===== src/rtl/mbox_pkg.sv =====
package mbox_pkg;
  // Slot count is fixed at four: the status and control layouts depend on it.
  localparam int SLOTS  = 4;
  localparam int SLOT_W = $clog2(SLOTS);
  localparam int ADDR_W = 4;

  localparam logic [ADDR_W-1:0] A_STAT = 4'd8;
  localparam logic [ADDR_W-1:0] A_CTRL = 4'd9;

  // Highest bit of each slot-reversed group; slot n sits at HI-n.
  localparam int TE_HI  = 23;
  localparam int RF_HI  = 27;
  localparam int TIE_HI = 23;
  localparam int RIE_HI = 27;
  localparam int GIE_HI = 31;
  localparam int GIR_HI = 19;

  localparam logic [31:0] CTRL_MASK = 32'hFFFF_0007;
  localparam logic [31:0] STAT_USED = 32'h0FF0_0000;

  typedef enum logic [1:0] {RS_NONE, RS_SLOT, RS_REG} rsel_t;
endpackage


===== src/rtl/mbox_slot_bank.sv =====
module mbox_slot_bank
  import mbox_pkg::*;
#(
  parameter int DATA_W = 32
) (
  input  logic              clk,
  input  logic              rst,
  input  logic              we,
  input  logic [SLOT_W-1:0] waddr,
  input  logic [DATA_W-1:0] wdata,
  input  logic              re,
  input  logic [SLOT_W-1:0] raddr,
  output logic [DATA_W-1:0] rdata_q,
  output logic [SLOTS-1:0]  full
);
  // Storage written and read synchronously so it maps onto RAM.
  logic [DATA_W-1:0] mem [SLOTS];

  always_ff @(posedge clk) begin
    if (we) mem[waddr] <= wdata;
    rdata_q <= mem[raddr];
  end

  // Per-slot full flag: a write sets it and wins over a read that clears it.
  for (genvar n = 0; n < SLOTS; n++) begin : g_flag
    always_ff @(posedge clk) begin
      if (rst)                                full[n] <= 1'b0;
      else if (we && waddr == SLOT_W'(n))     full[n] <= 1'b1;
      else if (re && raddr == SLOT_W'(n))     full[n] <= 1'b0;
    end
  end


  write_sets_full_chk: assert property (@(posedge clk) disable iff (rst)
    we |=> full[$past(waddr)]);


  read_clears_full_chk: assert property (@(posedge clk) disable iff (rst)
    (re && !(we && waddr == raddr)) |=> !full[$past(raddr)]);


  collide_keeps_full_chk: assert property (@(posedge clk) disable iff (rst)
    (re && we && waddr == raddr) |=> full[$past(raddr)]);
endmodule


===== src/rtl/mbox_port.sv =====
module mbox_port
  import mbox_pkg::*;
#(
  parameter int DATA_W = 32
) (
  input  logic              clk,
  input  logic              rst,
  input  logic [ADDR_W-1:0] addr,
  input  logic              wr,
  input  logic              rd,
  input  logic [DATA_W-1:0] wdata,
  input  logic [SLOTS-1:0]  tx_full,
  input  logic [SLOTS-1:0]  rx_full,
  input  logic [DATA_W-1:0] rx_word,
  output logic              tx_we,
  output logic [SLOT_W-1:0] tx_idx,
  output logic              rx_re,
  output logic [SLOT_W-1:0] rx_idx,
  output logic [DATA_W-1:0] rdata,
  output logic              irq
);
  localparam int HI_W = ADDR_W - SLOT_W;

  logic [DATA_W-1:0] ctrl_q;
  logic [DATA_W-1:0] reg_q;
  logic [DATA_W-1:0] stat;
  rsel_t             rsel_q;
  logic              irq_q;
  logic [SLOTS-1:0]  hit;
  logic              tx_sel, rx_sel;

  assign tx_sel = (addr[ADDR_W-1:SLOT_W] == HI_W'(0));
  assign rx_sel = (addr[ADDR_W-1:SLOT_W] == HI_W'(1));
  assign tx_we  = wr && tx_sel;
  assign tx_idx = addr[SLOT_W-1:0];
  assign rx_re  = rd && rx_sel;
  assign rx_idx = addr[SLOT_W-1:0];

  // Status word with slot-reversed flag groups.
  always_comb begin
    stat = '0;
    for (int n = 0; n < SLOTS; n++) begin
      stat[TE_HI-n] = ~tx_full[n];
      stat[RF_HI-n] = rx_full[n];
    end
  end

  // Per-slot interrupt terms.
  always_comb begin
    for (int n = 0; n < SLOTS; n++) begin
      hit[n] = (rx_full[n]  & ctrl_q[RIE_HI-n])
             | (~tx_full[n] & ctrl_q[TIE_HI-n])
             | (ctrl_q[GIR_HI-n] & ctrl_q[GIE_HI-n]);
    end
  end

  always_ff @(posedge clk) begin
    if (rst) begin
      ctrl_q <= '0;
      reg_q  <= '0;
      rsel_q <= RS_NONE;
      irq_q  <= 1'b0;
    end else begin
      if (wr && addr == A_CTRL) ctrl_q <= wdata & CTRL_MASK;
      irq_q <= |hit;
      if (rd) begin
        if (rx_sel) begin
          rsel_q <= RS_SLOT;
        end else if (addr == A_STAT) begin
          rsel_q <= RS_REG;
          reg_q  <= stat;
        end else if (addr == A_CTRL) begin
          rsel_q <= RS_REG;
          reg_q  <= ctrl_q;
        end else begin
          rsel_q <= RS_NONE;
        end
      end
    end
  end

  always_comb begin
    case (rsel_q)
      RS_SLOT: rdata = rx_word;
      RS_REG:  rdata = reg_q;
      default: rdata = '0;
    endcase
  end

  assign irq = irq_q;


  ctrl_write_chk: assert property (@(posedge clk) disable iff (rst)
    (wr && addr == A_CTRL) |=> (ctrl_q == ($past(wdata) & CTRL_MASK)));


  irq_quiet_chk: assert property (@(posedge clk) disable iff (rst)
    ($past(ctrl_q[31:20]) == 12'h000) |-> !irq);


  stat_reserved_chk: assert property (@(posedge clk) disable iff (rst)
    (rd && addr == A_STAT) |=> ((rdata & ~STAT_USED) == '0));


  ro_write_chk: assert property (@(posedge clk) disable iff (rst)
    (wr && !tx_sel && addr != A_CTRL) |=> $stable(ctrl_q));
endmodule


===== src/rtl/mbox_unit.sv =====
module mbox_unit
  import mbox_pkg::*;
#(
  parameter int DATA_W = 32
) (
  input  logic              clk,
  input  logic              rst,
  input  logic [ADDR_W-1:0] a_addr,
  input  logic              a_wr,
  input  logic              a_rd,
  input  logic [DATA_W-1:0] a_wdata,
  output logic [DATA_W-1:0] a_rdata,
  output logic              a_irq,
  input  logic [ADDR_W-1:0] b_addr,
  input  logic              b_wr,
  input  logic              b_rd,
  input  logic [DATA_W-1:0] b_wdata,
  output logic [DATA_W-1:0] b_rdata,
  output logic              b_irq
);
  // Bank 0 carries A -> B, bank 1 carries B -> A.
  logic              we   [2];
  logic [SLOT_W-1:0] widx [2];
  logic              re   [2];
  logic [SLOT_W-1:0] ridx [2];
  logic [DATA_W-1:0] word [2];
  logic [SLOTS-1:0]  full [2];

  mbox_slot_bank #(.DATA_W(DATA_W)) u_bank_ab (
    .clk(clk), .rst(rst),
    .we(we[0]), .waddr(widx[0]), .wdata(a_wdata),
    .re(re[1]), .raddr(ridx[1]),
    .rdata_q(word[0]), .full(full[0])
  );

  mbox_slot_bank #(.DATA_W(DATA_W)) u_bank_ba (
    .clk(clk), .rst(rst),
    .we(we[1]), .waddr(widx[1]), .wdata(b_wdata),
    .re(re[0]), .raddr(ridx[0]),
    .rdata_q(word[1]), .full(full[1])
  );

  mbox_port #(.DATA_W(DATA_W)) u_port_a (
    .clk(clk), .rst(rst),
    .addr(a_addr), .wr(a_wr), .rd(a_rd), .wdata(a_wdata),
    .tx_full(full[0]), .rx_full(full[1]), .rx_word(word[1]),
    .tx_we(we[0]), .tx_idx(widx[0]), .rx_re(re[0]), .rx_idx(ridx[0]),
    .rdata(a_rdata), .irq(a_irq)
  );

  mbox_port #(.DATA_W(DATA_W)) u_port_b (
    .clk(clk), .rst(rst),
    .addr(b_addr), .wr(b_wr), .rd(b_rd), .wdata(b_wdata),
    .tx_full(full[1]), .rx_full(full[0]), .rx_word(word[0]),
    .tx_we(we[1]), .tx_idx(widx[1]), .rx_re(re[1]), .rx_idx(ridx[1]),
    .rdata(b_rdata), .irq(b_irq)
  );


  a_side_isolated_chk: assert property (@(posedge clk) disable iff (rst)
    (!a_wr && !b_rd) |=> $stable(full[0]));
endmodule


===== config.mk =====
export PLATFORM = sky130hd
export DESIGN_NAME = mbox_unit
export DESIGN_NICKNAME = d
export VERILOG_FILES = /design/src/rtl/mbox_pkg.sv /design/src/rtl/mbox_slot_bank.sv /design/src/rtl/mbox_port.sv /design/src/rtl/mbox_unit.sv
export SDC_FILE = /design/constraint.sdc
export NUM_CORES = 1
export LEC_CHECK = 0
export BUFFER_PORTS_ARGS = -buffer_cell sky130_fd_sc_hd__buf_4
export CORE_ASPECT_RATIO = 0.6
export CORE_MARGIN = 10
export CORE_UTILIZATION = 58
export CTS_CLUSTER_SIZE = 40
export DETAILED_ROUTE_END_ITERATION = 6
export PLACE_DENSITY_LB_ADDON = 0.12
export SYNTH_ARGS = -nofsm -noshare
export SYNTH_HDL_FRONTEND = slang
export SYNTH_SLANG_ARGS = --single-unit

===== constraint.sdc =====
create_clock -name clk -period 2.7 [get_ports clk]
set_input_delay 0.54 -clock clk [delete_from_list [all_inputs] [get_ports clk]]
set_output_delay 0.54 -clock clk [all_outputs]
set_load 0.02 [all_outputs]

==> flow_metrics.env <==
export IMPL_worst_pin_slew_ns=0.777
export IMPL_drt_iter0_drc=1004
export IMPL_final_design_area_no_fill_sq_um=17700
export IMPL_power_total_mw=12.4
export IMPL_seq_area_sq_um=10800
export IMPL_wire_per_inst_um=22.9
export IMPL_irDropWorstVdd_v=0.000436
export IMPL_holdBufCountCts=0
export IMPL_area_growth_pct=17.9
export IMPL_dr_pass1_iters=5
export IMPL_required_ns=2.16
export IMPL_grt_pass1_wl_um=50500
export IMPL_hpwl_um=21600
export IMPL_utilization_pct=69.7
export IMPL_drv_cap=0
export IMPL_num_io_pins=144
export IMPL_status="complete, no violations"
export IMPL_synth_area_sq_um=15000
export IMPL_fillerInstances=1721
export IMPL_yosys_register_bits=410
export IMPL_synthCells=938
export IMPL_gp_congestion=0.876
export IMPL_p_per_area_nw_per_um2=702
export IMPL_max_slew_margin_pct=48.2
export IMPL_hold_class="in2reg"
export IMPL_finalSetupTns_ns=0
export IMPL_syn_num_nets=1020
export IMPL_placementRows=45
export IMPL_dpl_cell_area_sq_um=16500
export IMPL_multiInputGateArea_sq_um=3840
export IMPL_via_count=8562
export IMPL_dieHeight_um=144
export IMPL_drive_above_1_share_pct=28.0
export IMPL_clock_skew_ns=0.0184
export IMPL_end_kind="output port"
export IMPL_vias_per_cell=5.95
export IMPL_p_leak_nw=6.11
export IMPL_wl_um=33000
export IMPL_clkSlewWorstSetupHoldPaths_ns=0.07
export IMPL_ant_nets=0
export IMPL_cts_root_buf="clkbuf_16"
export IMPL_setup_violations=0
export IMPL_critPathKind="reg2out"
export IMPL_synth_edff_count=256
export IMPL_cts_num_sinks=410
export IMPL_initial_core_util_pct=59.1
export IMPL_port_buffers=143
export IMPL_slew_violations=0
export IMPL_yosysUniqueCellTypes=36
export IMPL_grt_pass1_vias=8519
export IMPL_cts_buffers=37
export IMPL_period_share_pct=96.9
export IMPL_rsz0062_at_grt="no"
export IMPL_drc=0
export IMPL_cp_max_fo=32
export IMPL_synthFlopType="edfxtp_1"
export IMPL_ys_warn_count=0
export IMPL_cts_path_max_buffers=3
export IMPL_fmax_mhz=382
export IMPL_yosysTopAreaCellShare_pct=51.3
export IMPL_grt_overflow=0
export IMPL_async_reset_ff_share_pct=0
export IMPL_start_kind="flop"
export IMPL_syn_area_per_cell_sq_um=16.0
export IMPL_arrival_ns=2.08
export IMPL_clkLatencyLatePin_ns=0.52
export IMPL_seq_area_frac_synth_pct=71.9
export IMPL_antenna_cells=0
export IMPL_grt_total_usage_pct=20.2
export IMPL_fin_crit_ns=2.62
export IMPL_nNetsFinal=1167
export IMPL_core_sq_um=25300
export IMPL_htreeDepth=2
export IMPL_grt_max_degree=56
export IMPL_fp_dieW_um=227
export IMPL_finalHoldViolCount=0
export IMPL_grt_antenna_before_repair=0
export IMPL_die_area_sq_um=32900
export IMPL_synth_top_area_cell="edfxtp_1"
export IMPL_ys_top_cells_by_area="edfxtp_1, dfxtp_1, mux4_2"
export IMPL_cts_tree="yes"
cells in the mapped netlist (9+ instances only):
library cell	count
a21oi_1	80
a22o_1	42
and2_1	27
buf_2	23
clkbuf_1	32
dfxtp_1	154
edfxtp_1	256
inv_1	17
mux4_2	64
nand2_1	34
nand3_1	62
nor2_1	10
nor2b_1	9
o21ai_0	37
o21ai_1	9
where the power goes:
part / switching (mW) / leakage (nW) / internal, mW
registers: 0.0537 / 3.58 / 6.81
clock network: 2.19 / 0.556 / 2.79
logic: 0.304 / 1.97 / 0.244
cell type report:
| cell class | count | area share, % |
|---|---|---|
| Sequential cell | 410 | 61.0 |
| Multi-Input combinational cell | 446 | 21.8 |
| Timing Repair Buffer | 173 | 8.07 |
| Clock buffer | 51 | 5.88 |
| Tap cell | 329 | 2.33 |
| Clock inverter | 14 | 0.581 |
| Inverter | 17 | 0.361 |
final timing paths:
path | start | to | slack, ns | depth (start not counted)
worst max-delay path | u_port_b.rsel_q[0] | b_rdata[30] | 0.08 | 6
worst min register to register | u_port_b.reg_q[18] | u_port_b.reg_q[18] | 0.45 | 2
worst max register to register | u_bank_ab.full[2] | u_port_a.reg_q[21] | 1.38 | 3
worst min-delay path | b_wdata[13] | u_bank_ba.mem[0][13] | 0.22 | 1
state kept, by name, summed over array words and instances, names as in the netlist:
name               cells
u_bank_ab.mem        128
u_port_a.reg_q        19
u_port_a.ctrl_q       19
u_port_a.irq           1
u_bank_ba.rdata_q     32
u_port_a.rsel_q        2
u_bank_ba.mem        128
u_port_b.irq           1
u_bank_ab.full         4
u_port_b.rsel_q        2
u_bank_ba.full         4
u_bank_ab.rdata_q     32
u_port_b.reg_q        19
u_port_b.ctrl_q       19
what timing repair did:
| action | 4_1_cts | 5_1_grt |
|---|---|---|
| endpoints found under the setup margin | 8 | 28 |
| hold endpoints to repair | 0 | 0 |
| pin swaps | 0 | 0 |
| setup buffers | 0 | 0 |
| resized for setup | 2 | 9 |
| cloned | 0 | 1 |
per-stage QoR:
| step | hold WS, ns | cells | setup WS, ns |
|---|---|---|---|
| after floorplan | 0.432 | 938 | 0.474 |
| after global placement | 0.441 | 1374 | 0.568 |
| after detailed placement | 0.447 | 1374 | 0.524 |
| after CTS | 0.196 | 1439 | 0.0189 |
| after global routing | 0.194 | 1440 | 0.00616 |
| final | 0.216 | 1440 | 0.0828 |
worst max-delay path, cell delays in order, from the launching register on:
cell	delay (ns)
dfxtp_1	0.37
inv_1	0.06
ha_1	0.32
nor2b_2	0.13
clkbuf_8	0.30
a22o_1	0.22
buf_4	0.15
layout by cell type (no fill, tap or decap), drive strengths merged, types with 3 or more instances in the layout:
master	n
a211oi	8
a21oi	80
a221oi	4
a22o	42
and2	27
and4bb	4
buf	172
clkbuf	52
clkinv	9
dfxtp	154
edfxtp	256
ha	4
inv	19
mux2i	8
mux4	64
nand2	34
nand2b	8
nand3	62
nand3b	6
nand4bb	4
nor2	10
nor2b	9
o211ai	8
o21ai	46
o21bai	3
or3b	5
kinds of logic after synthesis:
kind of cell / Yosys count / synth area share (%)
adder cells (fa/ha/maj): 4 / 0.334
AO/OA/AOI/OAI: 195 / 8.32
buffers and inverters: 82 / 2.55
multiplexers: 72 / 10.2
AND/OR/NAND/NOR: 175 / 6.74
flip-flops: 410 / 71.9
metal layers:
| layer | part of all wire [%] | track usage (%) |
|---|---|---|
| met1 | 47 | 30.2 |
| met2 | 45 | 29.8 |
| met3 | 7.2 | 4.71 |
| met4 | 1.5 | 4.19 |
| met5 | 0 | 0 |
Note: power is estimated with default switching activity, not from simulation.
